--- config.mk ---
export PLATFORM = sky130hd
export DESIGN_NAME = disp_host_if
export DESIGN_NICKNAME = d
export VERILOG_FILES = /design/src/rtl/dhi_pkg.sv /design/src/rtl/dhi_decode.sv /design/src/rtl/dhi_char_ram.sv /design/src/rtl/dhi_glyph_store.sv /design/src/rtl/dhi_ctrl.sv /design/src/rtl/disp_host_if.sv
export SDC_FILE = /design/constraint.sdc
export NUM_CORES = 1
export LEC_CHECK = 0
export ABC_CLOCK_PERIOD_IN_PS = 4180
export BUFFER_PORTS_ARGS = -buffer_cell sky130_fd_sc_hd__buf_2
export CORE_MARGIN = 1.5
export CORE_UTILIZATION = 45
export CTS_CLUSTER_SIZE = 30
export DETAILED_ROUTE_END_ITERATION = 12
export SLEW_MARGIN = 5
export SYNTH_ARGS = -nofsm -noshare
export SYNTH_HDL_FRONTEND = slang
export SYNTH_SLANG_ARGS = --single-unit
--- constraint.sdc ---
create_clock -name clk -period 4.18 [get_ports clk]
set_input_delay 0.836 -clock clk [delete_from_list [all_inputs] [get_ports clk]]
set_output_delay 0.836 -clock clk [all_outputs]
set_load 0.01 [all_outputs]
--- src/rtl/dhi_pkg.sv ---
package dhi_pkg;

  // target select is addr[4:3]; the code values are the decode itself
  typedef enum logic [1:0] {
    TGT_PTR  = 2'b00,
    TGT_ROW  = 2'b01,
    TGT_CTRL = 2'b10,
    TGT_CHAR = 2'b11
  } tgt_e;

  localparam logic [7:0] BLANK_CODE = 8'h20;
  localparam int CTL_FLASH = 0;
  localparam int CTL_BLINK = 1;
  localparam int CTL_TEST  = 2;
  localparam int CTL_CLEAR = 7;

  function automatic tgt_e tgt_of(input logic [4:0] a);
    return tgt_e'(a[4:3]);
  endfunction

  function automatic logic is_write(input logic rst_n, input logic cs_n,
                                    input logic we_n, input logic re_n,
                                    input logic sel);
    return rst_n & sel & ~cs_n & ~we_n & re_n;
  endfunction

  function automatic logic is_read(input logic rst_n, input logic cs_n,
                                   input logic we_n, input logic re_n,
                                   input logic sel);
    return rst_n & sel & ~cs_n & we_n & ~re_n;
  endfunction

endpackage

--- src/rtl/dhi_decode.sv ---
module dhi_decode
  import dhi_pkg::*;
(
  input  logic       rst_n,
  input  logic       cs_n,
  input  logic       we_n,
  input  logic       re_n,
  input  logic       reg_sel,
  input  logic [4:0] addr,
  output logic       wr_ev,
  output logic       rd_ev,
  output tgt_e       tgt
);
  assign wr_ev = is_write(rst_n, cs_n, we_n, re_n, reg_sel);
  assign rd_ev = is_read(rst_n, cs_n, we_n, re_n, reg_sel);
  assign tgt   = tgt_of(addr);
endmodule

--- src/rtl/dhi_char_ram.sv ---
module dhi_char_ram #(
  parameter int          NUM_DIGITS = 8,
  parameter int          DW         = 8,
  parameter logic [7:0]  BLANK      = 8'h20
) (
  input  logic                       clk,
  input  logic                       rst_n,
  input  logic                       we,
  input  logic                       clr,
  input  logic [$clog2(NUM_DIGITS)-1:0] idx,
  input  logic [DW-1:0]              wdata,
  output logic [DW-1:0]              rd_val,
  output logic [NUM_DIGITS*DW-1:0]   flat
);
  logic [DW-1:0] ent [NUM_DIGITS];

  for (genvar d = 0; d < NUM_DIGITS; d++) begin : g_dig
    always_ff @(posedge clk or negedge rst_n) begin
      if (!rst_n)                            ent[d] <= DW'(BLANK);
      else if (clr)                          ent[d] <= DW'(BLANK);
      else if (we && idx == d[$clog2(NUM_DIGITS)-1:0]) ent[d] <= wdata;
    end
    assign flat[d*DW +: DW] = ent[d];
  end

  assign rd_val = ent[idx];
endmodule

--- src/rtl/dhi_glyph_store.sv ---
module dhi_glyph_store #(
  parameter int GLYPHS = 16,
  parameter int ROWS   = 7,
  parameter int COLS   = 5,
  localparam int PW    = $clog2(GLYPHS),
  localparam int RW    = $clog2(ROWS + 1)
) (
  input  logic            clk,
  input  logic            rst_n,
  input  logic            ptr_we,
  input  logic [PW-1:0]   ptr_wdata,
  input  logic            row_we,
  input  logic [RW-1:0]   row_idx,
  input  logic [COLS-1:0] row_wdata,
  output logic [PW-1:0]   ptr,
  output logic [COLS-1:0] row_rd
);
  localparam logic [RW-1:0] ROW_LIM = RW'(ROWS);

  logic [COLS-1:0] mem [GLYPHS][ROWS];
  logic            row_ok;

  assign row_ok = row_idx < ROW_LIM;

  always_ff @(posedge clk or negedge rst_n) begin
    if (!rst_n)      ptr <= '0;
    else if (ptr_we) ptr <= ptr_wdata;
  end

  always_ff @(posedge clk or negedge rst_n) begin
    if (!rst_n) begin
      for (int g = 0; g < GLYPHS; g++)
        for (int r = 0; r < ROWS; r++)
          mem[g][r] <= '0;
    end else if (row_we && row_ok) begin
      mem[ptr][row_idx] <= row_wdata;
    end
  end

  assign row_rd = row_ok ? mem[ptr][row_idx] : '0;
endmodule

--- src/rtl/dhi_ctrl.sv ---
module dhi_ctrl (
  input  logic       clk,
  input  logic       rst_n,
  input  logic       we,
  input  logic       clr_req,
  input  logic [2:0] bits_in,
  output logic [2:0] bits,
  output logic       clr_fire
);
  logic pend_q;

  always_ff @(posedge clk or negedge rst_n) begin
    if (!rst_n) begin
      bits   <= '0;
      pend_q <= 1'b0;
    end else begin
      if (we) bits <= bits_in;
      pend_q <= we & clr_req;
    end
  end

  assign clr_fire = pend_q;
endmodule

--- src/rtl/disp_host_if.sv ---
module disp_host_if
  import dhi_pkg::*;
#(
  parameter int NUM_DIGITS = 8,
  parameter int DW         = 8,
  parameter int GLYPHS     = 16,
  parameter int ROWS       = 7,
  parameter int COLS       = 5
) (
  input  logic          clk,
  input  logic          rst_n,
  input  logic          cs_n,
  input  logic          we_n,
  input  logic          re_n,
  input  logic          reg_sel,
  input  logic [4:0]    addr,
  input  logic [DW-1:0] wdata,
  output logic [DW-1:0] rdata,
  output logic          rdata_oe,
  output logic          flash_en,
  output logic          blink_en,
  output logic          selftest_go
);
  localparam int DIG_W = $clog2(NUM_DIGITS);
  localparam int PW    = $clog2(GLYPHS);
  localparam int RW    = $clog2(ROWS + 1);

  logic                     wr_ev, rd_ev;
  tgt_e                     tgt;
  logic                     clr_fire;
  logic [2:0]               ctrl_bits;
  logic [DW-1:0]            char_rd;
  logic [NUM_DIGITS*DW-1:0] char_flat;
  logic [PW-1:0]            ptr_q;
  logic [COLS-1:0]          row_rd;
  logic [DW-1:0]            rd_mux;

  dhi_decode u_dec (
    .rst_n(rst_n), .cs_n(cs_n), .we_n(we_n), .re_n(re_n),
    .reg_sel(reg_sel), .addr(addr),
    .wr_ev(wr_ev), .rd_ev(rd_ev), .tgt(tgt)
  );

  dhi_char_ram #(.NUM_DIGITS(NUM_DIGITS), .DW(DW), .BLANK(BLANK_CODE)) u_chr (
    .clk(clk), .rst_n(rst_n),
    .we(wr_ev && tgt == TGT_CHAR), .clr(clr_fire),
    .idx(addr[DIG_W-1:0]), .wdata(wdata),
    .rd_val(char_rd), .flat(char_flat)
  );

  dhi_glyph_store #(.GLYPHS(GLYPHS), .ROWS(ROWS), .COLS(COLS)) u_gly (
    .clk(clk), .rst_n(rst_n),
    .ptr_we(wr_ev && tgt == TGT_PTR), .ptr_wdata(wdata[PW-1:0]),
    .row_we(wr_ev && tgt == TGT_ROW), .row_idx(addr[RW-1:0]),
    .row_wdata(wdata[COLS-1:0]),
    .ptr(ptr_q), .row_rd(row_rd)
  );

  dhi_ctrl u_ctl (
    .clk(clk), .rst_n(rst_n),
    .we(wr_ev && tgt == TGT_CTRL), .clr_req(wdata[CTL_CLEAR]),
    .bits_in(wdata[CTL_TEST:CTL_FLASH]),
    .bits(ctrl_bits), .clr_fire(clr_fire)
  );

  always_comb begin
    rd_mux = '0;
    unique case (tgt)
      TGT_CHAR: rd_mux = char_rd;
      TGT_PTR:  rd_mux[PW-1:0] = ptr_q;
      TGT_ROW:  rd_mux[COLS-1:0] = row_rd;
      TGT_CTRL: begin
        rd_mux[CTL_TEST:CTL_FLASH] = ctrl_bits;
        rd_mux[CTL_CLEAR]          = clr_fire;
      end
      default:  rd_mux = '0;
    endcase
  end

  always_ff @(posedge clk or negedge rst_n) begin
    if (!rst_n) begin
      rdata    <= '0;
      rdata_oe <= 1'b0;
    end else begin
      rdata    <= rd_ev ? rd_mux : '0;
      rdata_oe <= rd_ev;
    end
  end

  assign flash_en    = ctrl_bits[CTL_FLASH];
  assign blink_en    = ctrl_bits[CTL_BLINK];
  assign selftest_go = ctrl_bits[CTL_TEST];
endmodule

==> results.md, run 1 <==
- Status: completed
- Setup crit end kind: flip-flop
- Yosys warning total: 0
- Count leader, synth: dfrtp_1
- Post-CTS sizing: 0
- Distinct cells, synth: 50
- Biggest cell delay along the critical path: 940 ps
- Reg2reg start: u_gly.ptr[0]
- DRT iter0 DRCs: 1544
- Clock Latency Late Sink: 610 ps
- Worst reg2reg path depth: 6
- Synth area leader: dfrtp_1
- Final Power: 0.01375 W
- DR WL/cell: between 20 and 30 um
- Crit-path cells: buf_4, mux4_1, mux4_2, and2_0, a2111oi_0, a211oi_1
- GPL Wtd Cong: 0.8767
- CP required: about 4600 ps
- Share of layout cells above drive strength 1: 41.38%
- All-Layer GR Usage: 23.78%
- Core Area: roughly 66000 um2
- Post-CTS setup buffers: 0
- RSZ-0062 raised after global routing: no
- CP Launch Type: flip-flop
- FF/Latch Area: 16060 um2
- Grt total ovfl: 0
- Post-Syn Instances: 2096
- Pwr Density: 412.9 nW/um2
- DRC: 0
- Vias in the first global route: 19100
- Reg2reg end: rdata[1]
- Period minus WS final: 3597 ps
- Crit path max-delay family: multiplexers
- Setup slack, reg-to-reg: 580 ps
- Max Clock Skew: 10.62 ps
- Clock Path Buffers: 3
- Nets: roughly 2100
- I/O Pins: 31
- Initial antenna violation count: 1
- Avg Cell Area, Syn: 14.22 um2
- Buf+Inv Stages, Crit Path: 1
- Routed WL: 78610 um
- Slew Limit Fails: 0
- Clk sink count: 641
- Full die area: 67790 um2
- Synth Register Bits: 641
- Initial Utilization: 45.42%
- Chip width: 260.4 um
- DRT Pass-1 Iters: 6
- Top cells by area, synth: dfrtp_1 53%, mux2_2 21%, mux4_2 7.9%
- Max transition margin: 22.09%
- Synth Flop Type: dfrtp_1
- CTS tree: done
- CP endpoint: rdata[1]
- Layout Area Growth over Synthesis: 11.67%
- Number of max-cap violations: 0
- Drt via density: around 6
- Largest fanout on the critical path: 37
- IO Port Bufs: 30
- Maximum operating frequency: 278.0 MHz
- DRT antenna net count: 0
- Slowest cell on crit path: dfrtp_4
- FP Rows: 94
- Mapped cell area: about 30000 um2
- Hold Crit Class: in2async
- # fillers: 5541
- Crit share post-route: 86.06%
- Number of diodes: 0
- Seq/Total Area, Yosys: 53.85%
- Number of flops mapped to enable cells by yosys: 0
- Root Buffer: clkbuf_16
- Critical Path Source: u_gly.ptr[0]
- Reg clk slew, reported paths: 60 ps
- Static Leakage: ~16 nW
- Multi-input gate area: 13000 um2
- Final setup viols: 0
- Setup_tns: 0 ps
- Post-synth top area share: 53.14%
- CTS buffer count: 71
- First-pass GRT wire length: 121000 um
- Hold buffer count at cts: 0
- Largest net degree at the start of global routing: 179
- Chip height: 260.4 um
- Worst VDD drop: 0.0002611 V
- Vias: 18070
- Crit path kind: reg2reg
- Hpwl dp: around 50000 um
- Post-synth ARST share: 100.0%
- Worst path depth: 6
- Final Hold Viols: 0
- Post-synth top cells: 633 x dfrtp_1, 551 x mux2_2, 203 x nand2_1
- Syn nets: ~2100
- CTS H-Tree Depth: 3
- Critical Path AT: 4030 ps
- Slew @ Worst Pin: 1169 ps
-- registers in the layout (all words and copies together), names as in the netlist --
name	flops
u_chr.flat	64
u_ctl.bits	3
rdata_oe	1
u_ctl.clr_fire	1
u_gly.ptr	4
rdata	8
u_gly.mem	560
-- per-stage QoR --
step / util (%) / worst slack (ps) / cell area, um2 / cells / hold slack [ps]
2_1_floorplan: - / 1535 / 29810 / 2096 / 455.9
3_3_place_gp: 47.23 / 597.0 / 31000 / 2920 / 465.7
3_5_place_dp: 47.23 / 565.4 / 31000 / 2920 / 477.4
4_1_cts: 50.72 / 574.7 / 33290 / 3039 / 436.2
5_1_grt: 50.72 / 510.8 / 33290 / 3039 / 421.4
6_report: 50.72 / 582.5 / 33290 / 3039 / 337.3
-- worst min path at each step --
stage                        start        endpoint  slack [ps]  depth (start not counted)
floorplan           u_gly.mem[306]  u_gly.mem[306]         460                          1
global placement    u_gly.mem[307]  u_gly.mem[307]         470                          1
detailed placement  u_gly.mem[306]  u_gly.mem[306]         480                          1
CTS                          rst_n  u_gly.mem[222]         440                          2
global route                 rst_n  u_gly.mem[222]         420                          2
finish                       rst_n  u_gly.mem[222]         340                          2
-- per-layer routing --
metal  share of wire, %  vias up  routed length [um]  GRT usage, %
met5              0.017        -                  13             0
met4                2.8        2                2237         7.563
met3                5.2      133                4102         4.176
met2                 47      464               37080         37.90
met1                 45     9693               35170         33.17
li1                   -     7781                   -             -
-- cells by family (layout without fill, tap and decap cells) --
kind of cell,after synthesis,after routing,synth area share [%]
mux,829,829,35.14
buf+inv,148,227,2.598
flops,641,641,53.85
compound gates,150,150,3.564
simple gates,328,328,4.848
-- power breakdown --
group,internal (W),switching (W)
Combinational,0.000407,0.000793
Sequential,0.00626,0.0000849
Clock,0.00370,0.00250
-- cell usage in the layout (no fill, tap or decap), types with 7 or more instances in the layout --
master / instances
clkbuf_1: 18
mux2i_1: 142
dfrtp_1: 629
nor2_1: 51
nand2b_1: 7
dfstp_2: 8
a221oi_1: 16
buf_4: 74
clkbuf_16: 75
a21oi_1: 44
a22o_1: 16
mux2_2: 551
nor2b_1: 9
o22ai_1: 9
mux4_1: 9
mux4_2: 105
clkbuf_8: 14
nand2_1: 203
mux2_1: 22
nor2_2: 11
buf_12: 8
buf_2: 24
a22oi_1: 38
-- final cells by class --
cell class / count / area share, %
Clock buffer: 107 / 6.420
Sequential cell: 641 / 48.25
Timing Repair Buffer: 107 / 2.556
Multi-Input combinational cell: 1307 / 39.06
Tap cell: 864 / 3.248
Clock inverter: 12 / 0.4548
Inverter: 1 / 0.01128
Power figures use the tool's default switching activity.
==> run 2, diff against run 1 <==
--- a/config.mk
+++ b/config.mk
@@ -11,6 +11,8 @@
 export CORE_UTILIZATION = 45
 export CTS_CLUSTER_SIZE = 30
 export DETAILED_ROUTE_END_ITERATION = 12
+export GPL_ROUTABILITY_DRIVEN = 0
+export MAX_ROUTING_LAYER = met4
 export SLEW_MARGIN = 5
 export SYNTH_ARGS = -nofsm -noshare
 export SYNTH_HDL_FRONTEND = slang
==> results.md, run 2 (synthesis results as in run 1) <==
- Max Clock Skew: 11.71 ps (+1.096 ps)
- DP Area: 31000 um2 (unchanged)
- Worst VDD drop: 0.0002612 V (about the same)
- All-Layer GR Usage: 24.51% (+0.74 points)
- IO Port Bufs: 30 (unchanged)
- Crit path max-delay family: multiplexers
- Setup_tns: 0 ps (unchanged)
- Reg clk slew, reported paths: 60 ps (about the same)
- CP Launch Type: flip-flop
- Hold Crit Class: in2async
- Chip width: 260.4 um (unchanged)
- DRC: 0 (unchanged)
- CTS tree: done
- Largest net degree at the start of global routing: 179 (unchanged)
- Crit share post-route: 85.50% (-0.57 points)
- Initial Utilization: 45.42% (unchanged)
- CTS buffer count: 71 (unchanged)
- Routed WL: 78640 um (about the same)
- Slew Limit Fails: 0 (unchanged)
- Layout Area Growth over Synthesis: 11.68% (about the same)
- CP required: 4620 ps (about the same)
- Final Instance Area: 33290 um2 (about the same)
- Vias in the first global route: 19060 (-0.20%)
- Drt via density: 5.996 (+0.83%)
- Critical Path AT: 4020 ps (about the same)
- DR WL/cell: 25.87 um (about the same)
- DRT Pass-1 Iters: 9 (+3)
- Hold buffer count at cts: 0 (unchanged)
- Maximum operating frequency: 279.8 MHz (+0.66%)
- Clock Latency Late Sink: 610 ps (about the same)
- Slew @ Worst Pin: 1163 ps (-5.943 ps)
- Crit-path cells: buf_4, mux4_1, mux4_2, and2_0, a2111oi_0, a211oi_1
- Chip height: 260.4 um (unchanged)
- FP Rows: 94 (unchanged)
- Largest register FFs: 560 (unchanged)
- Post-CTS setup buffers: 0 (unchanged)
- RSZ-0062 raised after global routing: no
- Static Leakage: 15.88 nW (unchanged)
- Number of max-cap violations: 0 (unchanged)
- CTS H-Tree Depth: 3 (unchanged)
- Nets: 2148 (unchanged)
- Post-CTS sizing: 0 (unchanged)
- Max transition margin: 22.48% (+0.40 points)
- I/O Pins: 31 (unchanged)
- Final Hold Viols: 0 (unchanged)
- Period minus WS final: 3574 ps (-23.66 ps)
- Top reg by flops: u_gly.mem
- Root Buffer: clkbuf_16
- Grt total ovfl: 0 (unchanged)
- Most frequent cells in the layout: 629 x dfrtp_1, 551 x mux2_2, 203 x nand2_1
- DRT antenna net count: 0 (unchanged)
- Buf+Inv Stages, Crit Path: 1 (unchanged)
- Largest fanout on the critical path: 37 (unchanged)
- Clk sink count: 641 (unchanged)
- Hpwl dp: 51210 um (unchanged)
- Most common cell after layout, fill and taps aside: dfrtp_1
- Core Area: 65630 um2 (unchanged)
- Final Power: 0.01376 W (about the same)
- Initial antenna violation count: 1 (unchanged)
- Crit path kind: reg2reg
- Biggest cell delay along the critical path: 950 ps (about the same)
- First-pass GRT wire length: 121100 um (about the same)
- Pwr Density: 413.2 nW/um2 (about the same)
- # fillers: 5540 (-0.018%)
- Slowest cell on crit path: dfrtp_4
- Setup crit end kind: flip-flop
- Share of layout cells above drive strength 1: 41.38% (unchanged)
- Final setup viols: 0 (unchanged)
- Full die area: 67790 um2 (unchanged)
- Clock Path Buffers: 3 (unchanged)
- Multi-input gate area: 13000 um2 (unchanged)
- Status: completed
- FF/Latch Area: 16060 um2 (unchanged)
- Vias: 18230 (+0.86%)
- DRT iter0 DRCs: 1451 (-6.0%)
==> run 2: cell count changes in the layout (fill, tap and decap cells not counted), sizes merged <==
cell,previous run,this run
diode,0,1
==> run 2: worst paths after layout <==
path	to	depth (start not counted)	start	slack [ps]
min reg2reg	u_gly.mem[302]	1	u_gly.mem[302]	490
min	u_gly.mem[222]	2	rst_n	290
max in group asynchronous	u_gly.ptr[1]	3	rst_n	2000
max reg2reg	rdata[1]	6	u_gly.ptr[0]	610
max	rdata[1]	6	u_gly.ptr[0]	610
min in group clk	u_gly.mem[302]	1	u_gly.mem[302]	490
==> run 2: power breakdown <==
part           total [W]  internal (W)  switching [W]
Sequential       0.00635       0.00626      0.0000850
Combinational    0.00120      0.000407       0.000796
Clock            0.00620       0.00370        0.00250
==> run 2: routing by layer <==
layer  share of wire [%]  up-vias  GRT usage, %
met5                   0        -             -
met4                 2.5        0         6.840
met3                 4.9      130         4.011
met2                  47      482         38.11
met1                  45     9838         33.40
li1                    -     7779             -
==> run 2: through the flow <==
step                hold slack [ps]  setup slack, ps  utilization (%)  std cells
detailed placement            477.4            565.4            47.23       2920
CTS                           436.2            574.7            50.72       3039
global placement              465.7            597.0            47.23       2920
finish                        290.8            606.2            50.72       3040
global route                  421.2            510.8            50.72       3040
floorplan                     455.9             1535                -       2096
==> run 2: worst reg2reg max path: stages, from the launching register on <==
cell       delay, ps
dfrtp_4          950
buf_4            330
mux4_1           580
mux4_2           560
and2_0           200
a2111oi_0        600
a211oi_1         190
==> run 2: area by class of cell <==
| class | count | share of cell area, % |
|---|---|---|
| inverters | 1 | 0.01128 |
| repair buffers | 107 | 2.556 |
| diodes | 1 | 0.007517 |
| clock buffers | 107 | 6.420 |
| well taps | 864 | 3.247 |
| flip-flops and latches | 641 | 48.24 |
| multi-input cells | 1307 | 39.06 |
| clock inverters | 12 | 0.4548 |
==> run 3, diff against run 2 <==
--- a/config.mk
+++ b/config.mk
@@ -16,4 +16,5 @@
 export SLEW_MARGIN = 5
 export SYNTH_ARGS = -nofsm -noshare
 export SYNTH_HDL_FRONTEND = slang
+export SYNTH_HIERARCHICAL = 1
 export SYNTH_SLANG_ARGS = --single-unit
==> results.md, run 3 <==
- I/O Pins: 31 (unchanged)
- Final setup viols: 0 (unchanged)
- Root Buffer: clkbuf_16
- Synth area leader: dfrtp_1
- Reg clk slew, reported paths: 60 ps (about the same)
- IO Port Bufs: 30 (unchanged)
- Grt total ovfl: 0 (unchanged)
- CP required: 4690 ps (+70 ps)
- Largest net degree at the start of global routing: 177 (-1.1%)
- Avg Cell Area, Syn: 14.28 um2 (+0.44%)
- Seq/Total Area, Yosys: 53.11% (-0.74 points)
- Post-CTS setup buffers: 0 (unchanged)
- Static Leakage: 16.16 nW (+1.8%)
- Core Area: 66100 um2 (+0.72%)
- Post-Synth XOR/XNOR Area: 0% (unchanged)
- All-Layer GR Usage: 24.63% (+0.12 points)
- Syn nets: 2135 (+0.95%)
- Crit share post-route: 86.54% (+1.0 points)
- Initial antenna violation count: 0 (-1)
- Mux contribution to synthesized area: 34.75% (-0.39 points)
- FF/Latch Area: 16060 um2 (unchanged)
- Final Power: 0.01383 W (+0.52%)
- Slew @ Worst Pin: 1141 ps (-22.14 ps)
- DRT iter0 DRCs: 1474 (+1.6%)
- CP Launch Type: flip-flop
- Crit path kind: reg2reg
- DRC: 0 (unchanged)
- CTS buffer count: 72 (+1.4%)
- Worst slack, placed: 498.6 ps (-66.77 ps)
- Max Clock Skew: 23.45 ps (+11.74 ps)
- RSZ-0062 raised after global routing: no
- Clock Path Buffers: 3 (unchanged)
- Setup slack, reg-to-reg: 560 ps (-40 ps)
- Fraction of the mapped netlist area in adder cells: 0% (unchanged)
- Initial Utilization: 45.72% (+0.31 points)
- Clock Latency Late Sink: 610 ps (about the same)
- Largest fanout on the critical path: 35 (-5.4%)
- CTS tree: done
- Critical Path AT: 4120 ps (+100 ps)
- Post-Syn Instances: 2116 (+0.95%)
- Final Instance Area: 33900 um2 (+1.8%)
- Routed WL: 80220 um (+2.0%)
- Final WS setup: 562.5 ps (-43.68 ps)
- CTS H-Tree Depth: 3 (unchanged)
- Number of max-cap violations: 0 (unchanged)
- Synth Register Bits: 641 (unchanged)
- Top cells by area, synth: dfrtp_1 52%, mux2_2 22%, mux4_2 8.7%
- Yosys warning total: 6 (+6)
- Max transition margin: 21.99% (-0.49 points)
- Post-synth top area share: 52.41% (-0.73 points)
- DP Area: 31510 um2 (+1.6%)
- Number of diodes: 0 (-1)
- Mapped cell area: 30220 um2 (+1.4%)
- Top reg by flops: u_gly/mem
- Hold buffer count at cts: 0 (unchanged)
- Final Hold Viols: 0 (unchanged)
- Area fraction in compound gates after synthesis: 3.055% (-0.51 points)
- Setup_tns: 0 ps (unchanged)
- Hold Crit Class: in2async
- DRT antenna net count: 0 (unchanged)
- # fillers: 5551 (+0.20%)
- Share of layout cells above drive strength 1: 44.57% (+3.2 points)
- Largest register FFs: 560 (unchanged)
- DRT Pass-1 Iters: 7 (-2)
- Post-synth top cells: 633 x dfrtp_1, 582 x mux2_2, 147 x nand2_1
- Distinct cells, synth: 69 (+38%)
- Maximum operating frequency: 276.4 MHz (-1.2%)
- Post-synth ARST share: 100.0% (unchanged)
- Status: completed
- Most common cell after layout, fill and taps aside: dfrtp_1
- DR WL/cell: 26.00 um (+0.53%)
- Clk sink count: 641 (unchanged)
- Full die area: 68730 um2 (+1.4%)
- Main combinational cell family by area after synthesis: multiplexers
- Multi-input gate area: 13240 um2 (+1.8%)
- Vias: 18570 (+1.9%)
- FP Rows: 94 (unchanged)
- Count leader, synth: dfrtp_1
- First-pass GRT wire length: 122900 um (+1.5%)
- Slew Limit Fails: 0 (unchanged)
- Hpwl dp: 53810 um (+5.1%)
- Chip height: 262.2 um (+0.69%)
- Worst VDD drop: 0.0002594 V (-0.68%)
- Chip width: 262.2 um (+0.69%)
- Vias in the first global route: 19230 (+0.90%)
- Most frequent cells in the layout: 629 x dfrtp_1, 582 x mux2_2, 147 x nand2_1
- Simple-gate portion of the synthesized area: 5.945% (+1.1 points)
- Pwr Density: 408.0 nW/um2 (-1.3%)
- Drt via density: 6.021 (+0.41%)
- Layout Area Growth over Synthesis: 12.16%
- Post-CTS sizing: 0 (unchanged)
- Synth Flop Type: dfrtp_1
- Nets: 2183 (+1.6%)
- Number of flops mapped to enable cells by yosys: 0 (unchanged)
- Setup crit end kind: flip-flop
- Period minus WS final: 3617 ps (+43.68 ps)
## run 3: cell type report
| cell class | instances | area share [%] |
|---|---|---|
| Clock inverter | 20 | 0.5463 |
| Tap cell | 864 | 3.189 |
| Clock buffer | 111 | 6.504 |
| Sequential cell | 641 | 47.38 |
| Timing Repair Buffer | 143 | 3.270 |
| Multi-Input combinational cell | 1302 | 39.07 |
| Inverter | 4 | 0.04429 |
## run 3: cell families after synthesis
family,Yosys count
and+or+nand+nor,366
buffers and inverters,173
AOI/OAI and AO/OA,133
muxes,803
DFF,641
## run 3: path summary, 6_finish.rpt
| path | start | to | depth (start not counted) |
|---|---|---|---|
| worst max-delay path | u_gly/ptr[0] | rdata[1] | 8 |
| min in group clk | re_n | rdata_oe | 2 |
| worst max register to register | u_gly/ptr[0] | rdata[1] | 8 |
| worst min register to register | u_chr/flat[45] | u_chr/flat[45] | 2 |
| max in group asynchronous | rst_n | u_gly/mem[183] | 3 |
| worst min-delay path | rst_n | u_chr/flat[55] | 1 |
## run 3: power by group
group | total (W) | internal, W | leakage (nW) | switching, W
combinational | 0.00115 | 0.000405 | 6.06 | 0.000748
clock | 0.00632 | 0.00382 | 1.19 | 0.00251
sequential | 0.00635 | 0.00627 | 8.91 | 0.0000847
total | 0.0138 | 0.0105 | 16.2 | 0.00334
## run 3: metal layers
metal  track usage (%)  routed length, um  vias to the layer above  share of wire [%]
li1                  -                  -                     7928                  -
met1             33.41              35500                     9985                 44
met2             38.00              38120                      529                 48
met3             3.906               4183                      132                5.2
met4             8.000               2420                        0                3.0
met5                 -                  0                        -                  0
## run 3: worst max-delay path, stage by stage, from the launching register on
cell      delay, ps
dfrtp_4         820
buf_12          330
mux2i_1         290
a22oi_1         120
and3_1          210
o41ai_1         660
nand4b_1        310
mux4_1          560
and2_1          170
## run 3: metrics by stage
stage / hold slack [ps] / std cells / util (%)
3_3_place_gp: 474.3 / 2954 / 47.67
5_1_grt: 42.88 / 3085 / 51.28
6_report: 62.45 / 3085 / 51.28
4_1_cts: 37.58 / 3085 / 51.28
3_5_place_dp: 482.9 / 2954 / 47.67
2_1_floorplan: 466.5 / 2116 / -
